## config.mk

```make
export PLATFORM = sky130hd
export DESIGN_NAME = mbx_accept_filter
export DESIGN_NICKNAME = d
export VERILOG_FILES = /design/src/rtl/mbx_pkg.sv /design/src/rtl/mbx_match_cell.sv /design/src/rtl/mbx_prio_pick.sv /design/src/rtl/mbx_flag_bank.sv /design/src/rtl/mbx_accept_filter.sv
export SDC_FILE = /design/constraint.sdc
export NUM_CORES = 1
export LEC_CHECK = 0
export BUFFER_PORTS_ARGS = -buffer_cell sky130_fd_sc_hd__buf_2
export CAP_MARGIN = 15
export CORE_MARGIN = 3
export CORE_UTILIZATION = 65
export CTS_CLUSTER_SIZE = 25
export DETAILED_ROUTE_END_ITERATION = 8
export GPL_TIMING_DRIVEN = 1
export PLACE_DENSITY = 0.83
export SKIP_CTS_REPAIR_TIMING = 1
export SLEW_MARGIN = 20
export SYNTH_ARGS = -nofsm -noshare
export SYNTH_HDL_FRONTEND = slang
export SYNTH_SLANG_ARGS = --single-unit
```

## constraint.sdc

```tcl
create_clock -name clk -period 6.16 [get_ports clk]
set_input_delay 0.308 -clock clk [delete_from_list [all_inputs] [get_ports clk]]
set_output_delay 0.308 -clock clk [all_outputs]
set_load 0.005 [all_outputs]
```

## src/rtl/mbx_pkg.sv

```systemverilog
package mbx_pkg;
   localparam int ID_W  = 29;
   localparam int STD_W = 11;
   localparam int WD_W  = ID_W + 2;

   typedef enum logic [2:0] {
      WK_ID    = 3'd0,
      WK_MASK  = 3'd1,
      WK_DMASK = 3'd2,
      WK_RMASK = 3'd3,
      WK_GMASK = 3'd4,
      WK_DCLR  = 3'd5,
      WK_RCLR  = 3'd6
   } wr_kind_e;

   typedef struct packed {
      logic            en;
      logic            ext;
      logic [ID_W-1:0] id;
   } mbx_cfg_t;
endpackage

```

## src/rtl/mbx_match_cell.sv

```systemverilog
module mbx_match_cell
   import mbx_pkg::*;
(
   input  mbx_cfg_t        cfg,
   input  logic [ID_W-1:0] care_n,
   input  logic [ID_W-1:0] rx_id,
   input  logic            rx_ext,
   output logic            hit
);
   localparam logic [ID_W-1:0] STD_SPAN = {{(ID_W-STD_W){1'b0}}, {STD_W{1'b1}}};

   logic [ID_W-1:0] span;
   logic [ID_W-1:0] diff;

   always_comb begin
      span = rx_ext ? '1 : STD_SPAN;
      diff = (cfg.id ^ rx_id) & ~care_n & span;
      hit  = cfg.en && (cfg.ext == rx_ext) && (diff == '0);
   end
endmodule

```

## src/rtl/mbx_prio_pick.sv

```systemverilog
module mbx_prio_pick #(
   parameter int NUM_MBX = 16,
   localparam int IDX_W = $clog2(NUM_MBX)
)(
   input  logic               clk,
   input  logic               rst,
   input  logic [NUM_MBX-1:0] req,
   output logic               any,
   output logic [IDX_W-1:0]   idx
);
   always_comb begin
      idx = '0;
      for (int i = NUM_MBX - 1; i >= 0; i--) begin
         if (req[i]) idx = IDX_W'(i);
      end
      any = |req;
   end

   // the chosen request is live and nothing below it requests
   a_r5_lowest_wins: assert property (@(posedge clk) disable iff (rst)
      any |-> (req[idx] && ((req & ((NUM_MBX'(1) << idx) - NUM_MBX'(1))) == '0)));
endmodule

```

## src/rtl/mbx_flag_bank.sv

```systemverilog
module mbx_flag_bank #(
   parameter int NUM_MBX = 16,
   localparam int IDX_W = $clog2(NUM_MBX)
)(
   input  logic               clk,
   input  logic               rst,
   input  logic               set_vld,
   input  logic               set_rtr,
   input  logic [IDX_W-1:0]   set_idx,
   input  logic [NUM_MBX-1:0] clr_d,
   input  logic [NUM_MBX-1:0] clr_r,
   input  logic [NUM_MBX-1:0] dmask,
   input  logic [NUM_MBX-1:0] rmask,
   input  logic               gmask,
   output logic [NUM_MBX-1:0] data_pend,
   output logic [NUM_MBX-1:0] rmt_pend,
   output logic               irq
);
   logic [NUM_MBX-1:0] one_hot;
   logic [NUM_MBX-1:0] set_d;
   logic [NUM_MBX-1:0] set_r;

   always_comb begin
      one_hot = set_vld ? (NUM_MBX'(1) << set_idx) : '0;
      set_d   = set_rtr ? '0 : one_hot;
      set_r   = set_rtr ? one_hot : '0;
   end

   always_ff @(posedge clk) begin
      if (rst) begin
         data_pend <= '0;
         rmt_pend  <= '0;
      end else begin
         data_pend <= (data_pend & ~clr_d) | set_d;
         rmt_pend  <= (rmt_pend  & ~clr_r) | set_r;
      end
   end

   assign irq = !gmask && (|((data_pend & ~dmask) | (rmt_pend & ~rmask)));

   // a data store leaves its data flag set on the next cycle
   a_r8_data_set: assert property (@(posedge clk) disable iff (rst)
      (set_vld && !set_rtr) |=> data_pend[$past(set_idx)]);
   // a remote store leaves its remote flag set on the next cycle
   a_r8_rmt_set: assert property (@(posedge clk) disable iff (rst)
      (set_vld && set_rtr) |=> rmt_pend[$past(set_idx)]);
   // a cleared flag with no set in that cycle is gone next cycle
   a_r9_clear_d: assert property (@(posedge clk) disable iff (rst)
      (clr_d[0] && !(set_vld && !set_rtr && set_idx == '0)) |=> !data_pend[0]);
endmodule

```

## src/rtl/mbx_accept_filter.sv

```systemverilog
module mbx_accept_filter
   import mbx_pkg::*;
#(
   parameter int NUM_MBX = 16,
   localparam int IDX_W = $clog2(NUM_MBX)
)(
   input  logic               clk,
   input  logic               rst,
   input  logic               rx_vld,
   input  logic [28:0]        rx_id,
   input  logic               rx_ext,
   input  logic               rx_rtr,
   input  logic               wr_en,
   input  logic [2:0]         wr_kind,
   input  logic [IDX_W-1:0]   wr_idx,
   input  logic [30:0]        wr_data,
   output logic               store_vld,
   output logic [IDX_W-1:0]   store_idx,
   output logic               store_rtr,
   output logic               nomatch,
   output logic [NUM_MBX-1:0] data_pend,
   output logic [NUM_MBX-1:0] rmt_pend,
   output logic               irq
);
   generate
      if (NUM_MBX < 2 || NUM_MBX > 32) begin : g_bad_num
         $error("NUM_MBX must lie in 2..32");
      end
      if (WD_W != 31 || ID_W != 29) begin : g_bad_width
         $error("identifier width must be 29");
      end
   endgenerate

   wr_kind_e           kind;
   mbx_cfg_t           cfg [NUM_MBX];
   logic [ID_W-1:0]    mask0;
   logic [NUM_MBX-1:0] dmask, rmask;
   logic               gmask;
   logic [NUM_MBX-1:0] hits;
   logic [NUM_MBX-1:0] en_vec;
   logic [NUM_MBX-1:0] clr_d, clr_r;
   logic               pick_any;
   logic [IDX_W-1:0]   pick_idx;
   logic               take;

   assign kind = wr_kind_e'(wr_kind);

   always_ff @(posedge clk) begin
      if (rst) begin
         for (int i = 0; i < NUM_MBX; i++) cfg[i] <= '0;
         mask0 <= '0;
         dmask <= '1;
         rmask <= '1;
         gmask <= 1'b1;
      end else if (wr_en) begin
         case (kind)
            WK_ID:    cfg[wr_idx] <= mbx_cfg_t'(wr_data);
            WK_MASK:  mask0 <= wr_data[ID_W-1:0];
            WK_DMASK: dmask <= wr_data[NUM_MBX-1:0];
            WK_RMASK: rmask <= wr_data[NUM_MBX-1:0];
            WK_GMASK: gmask <= wr_data[0];
            default: ;
         endcase
      end
   end

   always_comb begin
      clr_d = (wr_en && kind == WK_DCLR) ? wr_data[NUM_MBX-1:0] : '0;
      clr_r = (wr_en && kind == WK_RCLR) ? wr_data[NUM_MBX-1:0] : '0;
   end

   genvar k;
   generate
      for (k = 0; k < NUM_MBX; k++) begin : g_cell
         logic [ID_W-1:0] care_n;
         if (k == 0) begin : g_masked
            assign care_n = mask0;
         end else begin : g_exact
            assign care_n = '0;
         end
         assign en_vec[k] = cfg[k].en;
         mbx_match_cell u_cell (
            .cfg    (cfg[k]),
            .care_n (care_n),
            .rx_id  (rx_id),
            .rx_ext (rx_ext),
            .hit    (hits[k])
         );
      end
   endgenerate

   mbx_prio_pick #(.NUM_MBX(NUM_MBX)) u_pick (
      .clk (clk),
      .rst (rst),
      .req (hits),
      .any (pick_any),
      .idx (pick_idx)
   );

   assign take = rx_vld && pick_any;

   always_ff @(posedge clk) begin
      if (rst) begin
         store_vld <= 1'b0;
         nomatch   <= 1'b0;
         store_idx <= '0;
         store_rtr <= 1'b0;
      end else begin
         store_vld <= take;
         nomatch   <= rx_vld && !pick_any;
         if (take) begin
            store_idx <= pick_idx;
            store_rtr <= rx_rtr;
         end
      end
   end

   mbx_flag_bank #(.NUM_MBX(NUM_MBX)) u_flags (
      .clk       (clk),
      .rst       (rst),
      .set_vld   (take),
      .set_rtr   (rx_rtr),
      .set_idx   (pick_idx),
      .clr_d     (clr_d),
      .clr_r     (clr_r),
      .dmask     (dmask),
      .rmask     (rmask),
      .gmask     (gmask),
      .data_pend (data_pend),
      .rmt_pend  (rmt_pend),
      .irq       (irq)
   );

   // a frame yields either a store or a discard, never both
   a_r6_single_outcome: assert property (@(posedge clk) disable iff (rst)
      !(store_vld && nomatch));
   // either pulse follows a sampled frame strobe
   a_r6_needs_frame: assert property (@(posedge clk) disable iff (rst)
      (store_vld || nomatch) |-> $past(rx_vld));
   // the stored mailbox was enabled when the frame was compared
   a_r7_enabled_only: assert property (@(posedge clk) disable iff (rst)
      store_vld |-> (($past(en_vec) & (NUM_MBX'(1) << store_idx)) != '0));
endmodule

```

==> key figures, run 1 <==
Placed design
  – I/O Buffers: between 100 and 150
  – DP Worst Slack: ~2100 ps
  – Estimated wirelength of the detail-placed design: between 40000 and 50000 µm
  – Placed cell count: between 3000 and 4000
  – Placed Area: 0.0300 mm²
  – Placer congestion estimate: about 0.94

Synth
  – Post-synthesis sequential area ratio: 57.7%
  – Synth top area cells: edfxtp_1 51%, and2_1 11%, xnor2_1 7.4%, xor2_1 6.9%, dfxtp_1 6.9%
  – Synth Register Bits: about 600
  – Yosys top cell by area: edfxtp_1
  – Post-synthesis async set-or-reset flop share: 0%
  – Synthesized area per cell: 11.9 µm²
  – Number of flops mapped to enable cells by yosys: 496
  – Top_reg_cell synth: edfxtp_1
  – Post-synth top area share: 50.8%
  – Ys Warns: 0
  – Syn_nets: 2539
  – Mapped Cells: 2466
  – Cell area after synthesis: 0.0293 mm²
  – Synth cell types: 72

Global route
  – GRT Util Overall: 33.7%
  – Global-route wire length before repair: 119000 µm
  – Largest net degree at the start of global routing: 67
  – Number of global-route vias before repair: 19377
  – Total grt overflow: 0
  – Initial antenna violation count: 3

Floorplan
  – Die Y: 218 µm
  – DIE AREA: about 0.048 mm²
  – Die width: ~220 µm
  – # IOs: 113
  – Initial Util: 66.0%
  – Cell Rows: 77
  – Core ar.: 0.0444 mm²

Worst setup path
  – Crit path cell chain: xor2_1 -> nor4_1 -> nand3_1 -> o41ai_1 -> a22o_1 -> nand3b_1 -> nor3_1 -> a2111oi_4 -> nand2_1 -> o21ai_1
  – CP endpoint kind: flop
  – Crit-path slowest cell: o41ai_1
  – CP required: 6710 ps
  – CP Max Fanout: 8
  – Worst Setup Path Type: flop to flop
  – Critical Path AT: 4420 ps
  – Setup crit start kind: flop
  – Slowest stage delay, CP: 990 ps

Detailed routing
  – DR WL/cell: 25.7 µm
  – Antenna-violating nets left: 0
  – DRT Wirelength: 80500 µm
  – DRT Pass-1 Iters: 6
  – Initial drt markers: 2210
  – Detailed-route DRC error count: 0
  – Vias per cell: roughly 6.3
  – Vias: slightly below 20000

Layout
  – Area growth syn-to-layout: 8.72%
  – Post-Layout Cell Count: 3130
  – Final #Nets: 2561
  – Layout cells sized above 1: 11.5%
  – Design Area, Final: 0.0319 mm²
  – Fin util: 71.8%

Timing
  – Max-slew headroom: 22.6%
  – Clock Skew: 14.3 ps
  – Final worst path period share: around 63%
  – Setup TNS: 0 ps
  – Peak clock frequency supported by timing: ~260 MHz
  – Crit path time final: 3870 ps
  – Count of final max-slew check failures: 0
  – RSZ-0062 raised after global routing: false
  – Setup violators final: 0
  – Setup ws final: 2290 ps
  – Pin slew with the least headroom to its limit: 1150 ps
  – Final Hold Fails: 1
  – Fin Hold WS: -1.35 ps

CTS
  – Latest clock arrival within the worst-skew pair: just over 600 ps
  – Depth of the CTS H-tree: 2
  – Sink Count: slightly below 600
  – Clock root buffer: clkbuf_16
  – CTS tree: done
  – Clock Pin Slew Worst Setup and Hold Paths: 60 ps
  – Clock Path Buffers: 3
  – Num CTS Buffers: 59

Power
  – Pwr Density: 282 mW/mm²
  – Pleak: 11.2 nW
  – Tot Pwr: 9.00 mW
  – VDD IR-drop max: 0.220 mV

Min path
  – HP Class: input port to flop

Run status
  – Failing checks: negative hold slack
  – Outcome: finished with violations

Run
  – Max cap viols: 0
## report_power, final
| group | internal (mW) | switching, mW |
|---|---|---|
| Sequential | 4.55 | 0.0868 |
| Clock | 2.09 | 1.52 |
| Combinational | 0.243 | 0.523 |
| Total | 6.88 | 2.13 |
## cells in the mapped netlist (40+ instances only)
cell type and instances:
edfxtp_1 496, dfxtp_1 101, xnor2_1 248, nor2_1 42
nand4_1 59, xor2_1 231, clkbuf_1 119, nand3_1 61
nand2_1 165, inv_1 40, and2_1 498, nor4_1 77
## registers in the layout, indices dropped and copies added, names as in the netlist, 4 cells and up
name               flops
rmask                 16
cfg                  496
g_cell.care_n         29
u_flags.data_pend     16
u_flags.rmt_pend      16
store_idx              4
dmask                 16
## final timing paths
kind | cells after the start | to | slack [ps] | startpoint
worst min-delay path | 2 | store_idx[2] | -1 | rx_vld
worst max register to register | 10 | u_flags.data_pend[3] | 2290 | cfg[4][17]
worst max-delay path | 10 | u_flags.data_pend[3] | 2290 | cfg[4][17]
worst min register to register | 2 | g_cell[0].care_n[19] | 460 | g_cell[0].care_n[19]
## worst max-delay path, delay by kind of cell (launching register included)
family,cells,cell delay [ps]
simple gates,5,1050
xor+xnor,1,160
flops,1,420
compound gates,4,2160
## cell type report
class	instances	area (µm²)
Antenna cell	2	5.00
Clock buffer	92	1700
Clock inverter	17	206
Fill cell	2971	12500
Inverter	40	150
Multi-Input combinational cell	1642	11300
Sequential cell	597	16900
Tap cell	592	741
Timing Repair Buffer	148	831
## layout by cell type, fill, tap and decap left out, types with 6 or more instances in the layout
cell       Yosys  layout
o211ai_1       6       6
mux2i_1       15      15
a31o_1         8       8
nor3_1        15      11
buf_4         27      36
nand3_1       61      61
a211oi_1      13      13
clkinv_2       0       9
o21ai_2        1      13
nand2b_1       8       8
inv_1         40      39
dfxtp_1      101     101
nand2_1      165     165
and2_1       498     498
nand4_1       59      59
xnor2_1      248     248
o22ai_1       23      23
buf_2         15     112
clkbuf_16      0      61
a21oi_1       32      32
o21ai_1       14      14
edfxtp_1     496     496
a211o_1       13      13
xor2_1       231     231
o21ai_0       18       6
clkbuf_1     119      23
a31o_2         8       8
nor4_1        77      76
nor2_1        42      38
and3_1         8       8
or2_2          6       6
a22oi_1        6       6
## cell families after synthesis
family	Yosys count	synth area share [%]
mux	15	0.512
buf+inv	227	3.95
simple gates	967	18.9
xor+xnor	479	14.3
compound gates	181	4.68
flops	597	57.7
## per-layer routing
metal	track usage, %	vias up	share of wire, %
met1	44.3	9583	37
met5	0	-	0.029
met3	6.35	263	10
met2	55.7	1188	48
li1	-	8556	-
met4	13.6	4	4.7
(Power assumes the default switching activity.)
==> inputs of run 2 (changes only) <==
- CORE_UTILIZATION: 65 -> 62
- PLACE_DENSITY: 0.83 -> 0.8
- clock period: 6.16 -> 3.6 ns (I/O delays scaled with it)
==> key figures, run 2 (same netlist as run 1, synthesis figures left out) <==
Run status
  – Outcome: complete, no violations

Timing
  – RSZ-0062 raised after global routing: false
  – Peak clock frequency supported by timing: 293 MHz
  – Clock Skew: 26.0 ps
  – Pin slew with the least headroom to its limit: 846 ps
  – Count of final max-slew check failures: 0
  – Crit path time final: 3410 ps
  – Final Hold Fails: 0
  – Max-slew headroom: 43.6%
  – Setup TNS: 0 ps
  – Final worst path period share: 94.7%
  – Setup violators final: 0

Detailed routing
  – Initial drt markers: about 2200
  – Antenna-violating nets left: 0
  – Vias: around 20000
  – Vias per cell: 6.12
  – DRT Pass-1 Iters: 6
  – DR WL/cell: 25.2 µm
  – Detailed-route DRC error count: 0
  – DRT Wirelength: 81700 µm

Layout
  – Final #Nets: 2662
  – Post-Layout Cell Count: 3250
  – Area of the multi-input gates: 0.0113 mm²
  – Layout cells sized above 1: 15.1%
  – Fillers: between 3000 and 4000
  – Max reg flops: 496
  – Top reg by flops: cfg
  – Sequential cell area: 0.0169 mm²
  – Area growth syn-to-layout: 12.4%
  – Commonest non-fill, non-tap cell in the layout: and2_1
  – Commonest cells after routing, fill and taps aside: 498 x and2_1, 496 x edfxtp_1, 248 x xnor2_1
  – Design Area, Final: 0.0330 mm²

Power
  – Pleak: 11.8 nW
  – VDD IR-drop max: 0.407 mV
  – Pwr Density: 477 mW/mm²

CTS
  – Clock Pin Slew Worst Setup and Hold Paths: 60 ps
  – Depth of the CTS H-tree: 2
  – Sink Count: 597
  – Num CTS Buffers: 60
  – Clock Path Buffers: 3
  – Clock root buffer: clkbuf_16
  – Latest clock arrival within the worst-skew pair: roughly 630 ps
  – CTS tree: done

Worst setup path
  – Worst Setup Path Type: flop to flop
  – CP endpoint kind: flop
  – CP required: 4140 ps
  – Setup crit start kind: flop
  – CP Max Fanout: 8
  – Critical Path AT: between 3000 and 4000 ps

Placed design
  – Placed cell count: 3130
  – Placed Area: 0.0309 mm²
  – Placer congestion estimate: 1.00
  – Estimated wirelength of the detail-placed design: 51500 µm
  – I/O Buffers: 112

Floorplan
  – Core ar.: ~0.047 mm²
  – Initial Util: ~63%
  – Die Y: 224 µm
  – Cell Rows: between 70 and 80
  – Die width: 224 µm
  – # IOs: 113
  – DIE AREA: 0.0500 mm²

Global route
  – Number of global-route vias before repair: ~20000
  – GRT met3 Usage: 6.16%
  – Global route hottest layer: met2
  – Initial antenna violation count: 2
  – GRT Util Overall: 32.9%
  – Total grt overflow: 0
  – Largest net degree at the start of global routing: 45
  – M1 GR Usage: 42.1%
  – M2 GR Usage: 53.9%
  – Global-route wire length before repair: approximately 120000 µm

Min path
  – HP Class: input port to flop

Run
  – Max cap viols: 0
## run 2: changes by cell type in the layout (fill, tap and decap cells not counted), sizes merged, moves of 2 or more
cell         change
clkbuf           -2
clkinv           +3
buf             +96
inv              +4
dlygate4sd3      +4
## run 2: area by class of cell
cell class	count	share of cell area (%)
Antenna cell	3	0.0228
Clock buffer	90	5.50
Clock inverter	23	0.683
Inverter	40	0.455
Multi-Input combinational cell	1642	34.4
Sequential cell	597	51.3
Tap cell	607	2.30
Timing Repair Buffer	248	5.36
## run 2: worst paths after layout
check        slack, ps  cells past startpoint              endpoint                 start
min                 30                      3  g_cell[0].care_n[19]           wr_data[19]
max reg2reg        190                     11  u_flags.rmt_pend[15]           cfg[12][17]
min reg2reg        460                      2  g_cell[0].care_n[13]  g_cell[0].care_n[13]
max                190                     11  u_flags.rmt_pend[15]           cfg[12][17]
## run 2: worst max-delay path: stages (launching register included)
cell and delay (ps):
edfxtp_1 390, xor2_1 150, nor4_1 330, nand3_1 190
o41ai_2 600, a22oi_2 230, a41oi_2 300, or4b_4 510
a211oi_4 270, buf_12 160, nand2_1 60, o21ai_1 120
## run 2: report_power, final
group	switching, mW	total (mW)	internal [mW]
clock network	2.65	6.40	3.76
logic	0.916	1.40	0.484
registers	0.146	7.92	7.78
total	3.71	15.7	12.0
## run 2: per-layer routing
| layer | wire, µm | vias to the layer above |
|---|---|---|
| met5 | 0 | - |
| met4 | 4390 | 0 |
| met3 | 8650 | 292 |
| met2 | 39000 | 1226 |
| met1 | 29700 | 9618 |
| li1 | - | 8766 |
## run 2: metrics by stage
stage                     power, mW  hold slack (ps)  util, %  setup slack (ps)
final                          15.7             30.3     70.7               191
after global routing           16.2             37.0     70.7              34.1
after CTS                      15.8             -162     70.6               190
after detailed placement       9.43              447     66.2              76.5
after global placement         9.39              442     66.2              86.3
after floorplan                8.93              290        -             -77.5
